===== src/rtl/bcd_pkg.sv =====
package bcd_pkg;
  localparam int unsigned DIGIT_W = 4;
  localparam logic [DIGIT_W-1:0] NINE = 4'd9;
  typedef logic [DIGIT_W-1:0] digit_t;
endpackage


===== src/rtl/bcd_decade.sv =====
module bcd_decade
  import bcd_pkg::*;
(
  input  digit_t a_i,
  input  digit_t b_i,
  input  logic   c_i,
  output digit_t s_o,
  output logic   c_o
);
  logic [DIGIT_W:0] raw;
  logic [DIGIT_W:0] fixed;

  always_comb begin
    raw   = {1'b0, a_i} + {1'b0, b_i} + {{DIGIT_W{1'b0}}, c_i};
    fixed = raw + (DIGIT_W+1)'(6);
    if (raw > (DIGIT_W+1)'(9)) begin
      s_o = fixed[DIGIT_W-1:0];
      c_o = 1'b1;
    end else begin
      s_o = raw[DIGIT_W-1:0];
      c_o = 1'b0;
    end
  end
endmodule


===== src/rtl/bcd_ripple.sv =====
module bcd_ripple
  import bcd_pkg::*;
#(
  parameter int unsigned DIGITS = 4,
  localparam int unsigned W = DIGITS * DIGIT_W
) (
  input  logic [W-1:0] a_i,
  input  logic [W-1:0] b_i,
  input  logic         c_i,
  output logic [W-1:0] s_o,
  output logic         c_o
);
  logic [DIGITS:0] carry;
  assign carry[0] = c_i;

  for (genvar k = 0; k < DIGITS; k++) begin : g_dec
    bcd_decade u_dec (
      .a_i (a_i[k*DIGIT_W +: DIGIT_W]),
      .b_i (b_i[k*DIGIT_W +: DIGIT_W]),
      .c_i (carry[k]),
      .s_o (s_o[k*DIGIT_W +: DIGIT_W]),
      .c_o (carry[k+1])
    );
  end

  assign c_o = carry[DIGITS];
endmodule


===== src/rtl/bcd_nines.sv =====
module bcd_nines
  import bcd_pkg::*;
#(
  parameter int unsigned DIGITS = 4,
  localparam int unsigned W = DIGITS * DIGIT_W
) (
  input  logic         en_i,
  input  logic [W-1:0] d_i,
  output logic [W-1:0] d_o
);
  for (genvar k = 0; k < DIGITS; k++) begin : g_dig
    assign d_o[k*DIGIT_W +: DIGIT_W] = en_i ? (NINE - d_i[k*DIGIT_W +: DIGIT_W])
                                            : d_i[k*DIGIT_W +: DIGIT_W];
  end
endmodule


===== src/rtl/bcd_addsub.sv =====
module bcd_addsub
  import bcd_pkg::*;
#(
  parameter int unsigned DIGITS = 4,
  localparam int unsigned W = DIGITS * DIGIT_W
) (
  input  logic         clk_i,
  input  logic         rst_ni,
  input  logic         valid_i,
  input  logic         sub_i,
  input  logic [W-1:0] a_i,
  input  logic [W-1:0] b_i,
  output logic         valid_o,
  output logic [W-1:0] result_o,
  output logic         ovf_o,
  output logic         neg_o
);
  localparam logic [W-1:0] ALL_NINES = {DIGITS{NINE}};

  logic [W-1:0] b_eff, s_first, s_second, mag;
  logic         c_first, c_second, eac, fix_neg, all_nines;
  logic         ovf_d, neg_d;

  bcd_nines #(.DIGITS(DIGITS)) u_cmp_in (
    .en_i (sub_i), .d_i (b_i), .d_o (b_eff)
  );

  bcd_ripple #(.DIGITS(DIGITS)) u_pass0 (
    .a_i (a_i), .b_i (b_eff), .c_i (1'b0), .s_o (s_first), .c_o (c_first)
  );

  // end-around carry as a second pass, avoids a loop through the chain
  assign eac = sub_i & c_first;

  bcd_ripple #(.DIGITS(DIGITS)) u_pass1 (
    .a_i (s_first), .b_i ('0), .c_i (eac), .s_o (s_second), .c_o (c_second)
  );

  assign fix_neg = sub_i & ~c_first;

  bcd_nines #(.DIGITS(DIGITS)) u_cmp_out (
    .en_i (fix_neg), .d_i (s_second), .d_o (mag)
  );

  // all-nines nines'-complement sum is a negative zero
  assign all_nines = (s_first == ALL_NINES);
  assign ovf_d     = ~sub_i & (c_first | c_second);
  assign neg_d     = fix_neg & ~all_nines;

  always_ff @(posedge clk_i or negedge rst_ni) begin
    if (!rst_ni) begin
      valid_o  <= 1'b0;
      result_o <= '0;
      ovf_o    <= 1'b0;
      neg_o    <= 1'b0;
    end else begin
      valid_o <= valid_i;
      if (valid_i) begin
        result_o <= mag;
        ovf_o    <= ovf_d;
        neg_o    <= neg_d;
      end
    end
  end
endmodule


===== config.mk =====
export PLATFORM = sky130hd
export DESIGN_NAME = bcd_addsub
export DESIGN_NICKNAME = d
export VERILOG_FILES = /design/src/rtl/bcd_pkg.sv /design/src/rtl/bcd_decade.sv /design/src/rtl/bcd_ripple.sv /design/src/rtl/bcd_nines.sv /design/src/rtl/bcd_addsub.sv
export SDC_FILE = /design/constraint.sdc
export NUM_CORES = 1
export LEC_CHECK = 0
export ABC_AREA = 1
export CORE_MARGIN = 3
export CORE_UTILIZATION = 54
export CTS_CLUSTER_SIZE = 20
export DETAILED_ROUTE_END_ITERATION = 6
export DONT_BUFFER_PORTS = 1
export PLACE_DENSITY = 0.69
export SLEW_MARGIN = 40
export SYNTH_ARGS = -nofsm -noshare
export SYNTH_HDL_FRONTEND = slang
export SYNTH_SLANG_ARGS = --single-unit

===== constraint.sdc =====
create_clock -name clk_i -period 0.84 [get_ports clk_i]
set_input_delay 0.126 -clock clk_i [delete_from_list [all_inputs] [get_ports clk_i]]
set_output_delay 0.126 -clock clk_i [all_outputs]
set_load 0.005 [all_outputs]

==> results.cfg, run 1 <==
[logic_synthesis]
ys.warnings.count = 0
ys_types = 34
ys_seq_elements = 19
synth_nets = 489
syn_inst = 406
synth_area_um2 = 2800
avgSynthCellArea_um2 = 6.91
seq_area_frac_synth_pct = 17.0

[clock_tree]
cts_max_path_buffers = 2
clock_sinks = 19
cts_root_buf = clkbuf_8
postCtsSetupRepairBufs = 88
cts_buffers = 3
htree_levels = 1
cts_resized = 60
hold_buffers = 2

[die]
start_util_pct = 57.5
io_pins = 55
row_count = 25
die_w_um = 78.1
die_height_um = 78.1

[run_status]
error = [ERROR DPL-0033] detailed placement checks failed during check placement.
outcome = stopped before the end
haltStage = 4_1_cts

[placed_design]
gp_congestion = 0.830
dp_slack_ps = -9210
dp_hpwl_mm = 5.92
port_buffers = 0
[cell families after synthesis]
kind of cell / share of synthesized area, %
XOR/XNOR: 5.85
AND/OR/NAND/NOR: 37.2
AO/OA/AOI/OAI: 8.17
flip-flops: 17.0
buffers and inverters: 9.01
adder cells (fa/ha/maj): 22.8
[cells in the mapped netlist (all sizes together)]
library cell / count / area [um^2]
nor4: 1 / 6.26
xnor2: 8 / 77.6
or2: 2 / 17.5
ha: 40 / 500
nand3: 51 / 265
dfrtp: 19 / 475
inv: 62 / 233
clkbuf: 3 / 11.3
buf: 1 / 5.00
a22oi: 4 / 30.0
fa: 7 / 140
nand3b: 2 / 15.0
nor2: 17 / 63.8
a211oi: 3 / 22.5
xor2: 9 / 86.3
clkinv: 1 / 3.75
nand4: 7 / 43.8
a21oi: 9 / 60.1
a21boi: 1 / 7.51
nand2: 138 / 616
nor3: 3 / 15.0
o21ai: 16 / 83.8
o21bai: 1 / 18.8
a31oi: 1 / 6.26
[per-stage QoR]
stage	cell area, um^2	util [%]	hold WS (ps)	cells
2_1_floorplan	3110	-	-170	406
3_3_place_gp	3940	80.8	-169	575
3_5_place_dp	3940	80.8	-169	575
==> run 2: changes to the inputs <==
--- a/config.mk
+++ b/config.mk
@@ -7,11 +7,10 @@
 export LEC_CHECK = 0
 export ABC_AREA = 1
 export CORE_MARGIN = 3
-export CORE_UTILIZATION = 54
-export CTS_CLUSTER_SIZE = 20
+export CORE_UTILIZATION = 39
 export DETAILED_ROUTE_END_ITERATION = 6
 export DONT_BUFFER_PORTS = 1
-export PLACE_DENSITY = 0.69
+export PLACE_DENSITY_LB_ADDON = 0.15
 export SLEW_MARGIN = 40
 export SYNTH_ARGS = -nofsm -noshare
 export SYNTH_HDL_FRONTEND = slang
==> run 2 against run 1 <==
  * The flow now finishes, with violations (negative setup slack)
  * Area after synthesis is the same
  * Synthesized cell count unchanged
==> results.cfg, run 2 <==
[run_status]
outcome = finished with violations
violations = negative setup slack

[power_and_ir_drop]
p_per_area_nw_per_um2 = 4560
ir_drop_uv = 3570
switching_share_pct = 44.8
seqPwrFrac_pct = 7.4
pwr-share-clk_pct = 2.8
intPower_mw = 12.1
p_sw_mw = 9.81
power_frac_comb_pct = 89.7
p_leak_nw = 2.42

[logic_synthesis]
synth_area_leader_cell = ha_1
ys_types = 34
synth_area_um2 = 2800
synth_area_leaders = ha_1 18%, dfrtp_1 17%, nand2_1 15%
synth_edf_count = 0
ys.warnings.count = 0
synth_most_common_cell = nand2_1
ys.flop_type = dfrtp_1
avgSynthCellArea_um2 = 6.91
ys_seq_elements = 19
seq_area_frac_synth_pct = 17.0
synth_nets = 489
synth_top_area_share_pct = 17.8
syn_inst = 406
yosys-top-cells-count = 111 x nand2_1, 58 x inv_1, 49 x nand3_1, 40 x ha_1, 21 x nand2_2
ys_async_sr_fraction_pct = 100

[min_path]
hold_path.class = in2reg

[die]
dieArea_um2 = 8240
start_util_pct = 40.8
coreArea_um2 = 6870
row_count = 30
io_pins = 55
die_w_um = 90.8
die_height_um = 90.8

[grt]
antenna_found_initial = 0
grt_pass1_wl_mm = 13.9
grtUsageTotal_pct = 20.0
grt-ovfl-total = 0
grt_max_degree = 20
grt_pass1_vias = 3302

[critical_path]
crit_slowest_cell = fa_2
path_max_fanout = 18
cp_num_buf_inv = 11
start_kind = input pin
crit_top_cell = nand2_2
cp.arrival_ps = 9500
slowest_delay_ps = 650
end_kind = flip-flop
timing_worst_setup_path_type = in2reg
path_delay_family = adder cells
critPathRequiredTime_ps = 990

[timing]
hold_ws_ps = 4.73
finalHoldViolCount = 0
max_freq_mhz = 107
rsz0062_at_grt = yes
period_needed_ps = 9360
slew_headroom_pct = 72.7
tightestPinTransition_ps = 409
finalSetupViolCount = 24
finClkSkew_ps = 0
post-route-period-util_pct = 1110
slew_viol_final = 0
layout_setup_ws_ps = -8520

[routing]
drt_iter0_drc = 77
num_vias = 3114
drc = 0
routed_wirelength_mm = 8.07
wl_per_cell_um = 12.4
firstDrtPassIters = 4
ant_nets = 0
viasPerCell = 4.81

[clock_tree]
cts_buffers = 3
clk_pin_slew_ps = 70
cts_root_buf = clkbuf_8
clk_latency_ps = 250
cts_max_path_buffers = 2
clock_sinks = 19
htree_levels = 1
tritoncts = built

[final_layout]
final_util_pct = 69.8
largest_reg_flops = 16
regMostFlops = result_o
fillers = 555
diodes = 0
drive_gt1_share_pct = 56.0
nets = 636
final_cell_mix = 130 x buf_4, 82 x nand2_1, 43 x inv_1, 35 x nand3_1, 35 x nand2_2
area_delta_synth_final_pct = 71.1
final_common_cell = buf_4

[job]
cap_violations = 0

[placed_design]
dp_slack_ps = -9240
dp_hpwl_mm = 5.93
port_buffers = 0
gp_congestion = 0.813
==> run 2: cell counts after synthesis <==
No cell type changed its count.
==> run 2: worst register-to-register path, delay by kind of cell (launching register included) <==
family / cells / cell delay [ps]
flops: 1 / 400
simple gates: 1 / 70
buf+inv: 1 / 140
compound gates: 1 / 170
==> run 2: kinds of logic (layout without fill, tap and decap cells) <==
kind of cell	count (synthesis)	after routing	synth area share [%]
fa+ha+maj	47	47	22.8
buf+inv	67	213	9.01
simple gates	221	221	37.2
compound gates	35	35	8.17
flops	19	19	17.0
xor+xnor	17	17	5.85
==> run 2: power by group through the flow <==
| stage | Combinational (mW) | Clock [mW] | Sequential (mW) |
|---|---|---|---|
| 5_1_grt | 21.7 | 0.671 | 1.66 |
| 3_3_place_gp | 14.1 | 0 | 1.61 |
| 3_5_place_dp | 14.4 | 0 | 1.61 |
| 2_1_floorplan | 8.54 | 0 | 1.57 |
| 4_1_cts | 17.9 | 0.635 | 1.62 |
| 6_report | 19.6 | 0.622 | 1.63 |
==> run 2: through the flow <==
| stage | TNS (ps) | cell area [um^2] | cells | total power [mW] |
|---|---|---|---|---|
| after floorplan | -129740 | 3110 | 406 | 10.1 |
| after global placement | -128850 | 4000 | 607 | 15.7 |
| after detailed placement | -132540 | 4000 | 607 | 16.0 |
| after CTS | -129410 | 4560 | 663 | 20.2 |
| after global routing | -128040 | 4800 | 648 | 24.1 |
| final | -120680 | 4800 | 648 | 21.9 |
==> run 2: what timing repair did <==
action,in CTS,in global routing
hold buffers,2,1
resized for setup,34,75
hold endpoints to repair,22,19
endpoints found under the setup margin,25,25
setup buffers,67,19
pin swaps,60,35
==> run 2: layout make-up <==
class / count / area (um^2) / share of cell area, %
clock buffers: 4 / 45.0 / 0.939
repair buffers: 146 / 1150 / 23.9
inverters: 63 / 241 / 5.03
flip-flops and latches: 19 / 475 / 9.91
multi-input cells: 320 / 2770 / 57.7
well taps: 96 / 120 / 2.50
==> run 2: routing by layer <==
layer / global-route usage (%) / part of all wire [%] / vias to the layer above
met5: 0 / 0 / -
met4: 5.78 / 1.7 / 0
met3: 3.17 / 3.0 / 16
met2: 38.9 / 55 / 44
met1: 22.0 / 40 / 1454
li1: - / - / 1600
==> run 2: final timing paths <==
kind	startpoint	endpoint	cells after the start	slack (ps)
worst min register to register	result_o[3]	result_o[3]	2	510
max in group asynchronous	rst_ni	result_o[2]	2	210
worst max register to register	result_o[2]	result_o[2]	3	-60
worst min-delay path	valid_i	result_o[11]	2	5
min in group asynchronous	rst_ni	result_o[11]	2	350
worst max-delay path	sub_i	result_o[14]	72	-8520
No activity file was read; power rests on OpenSTA's default activity.
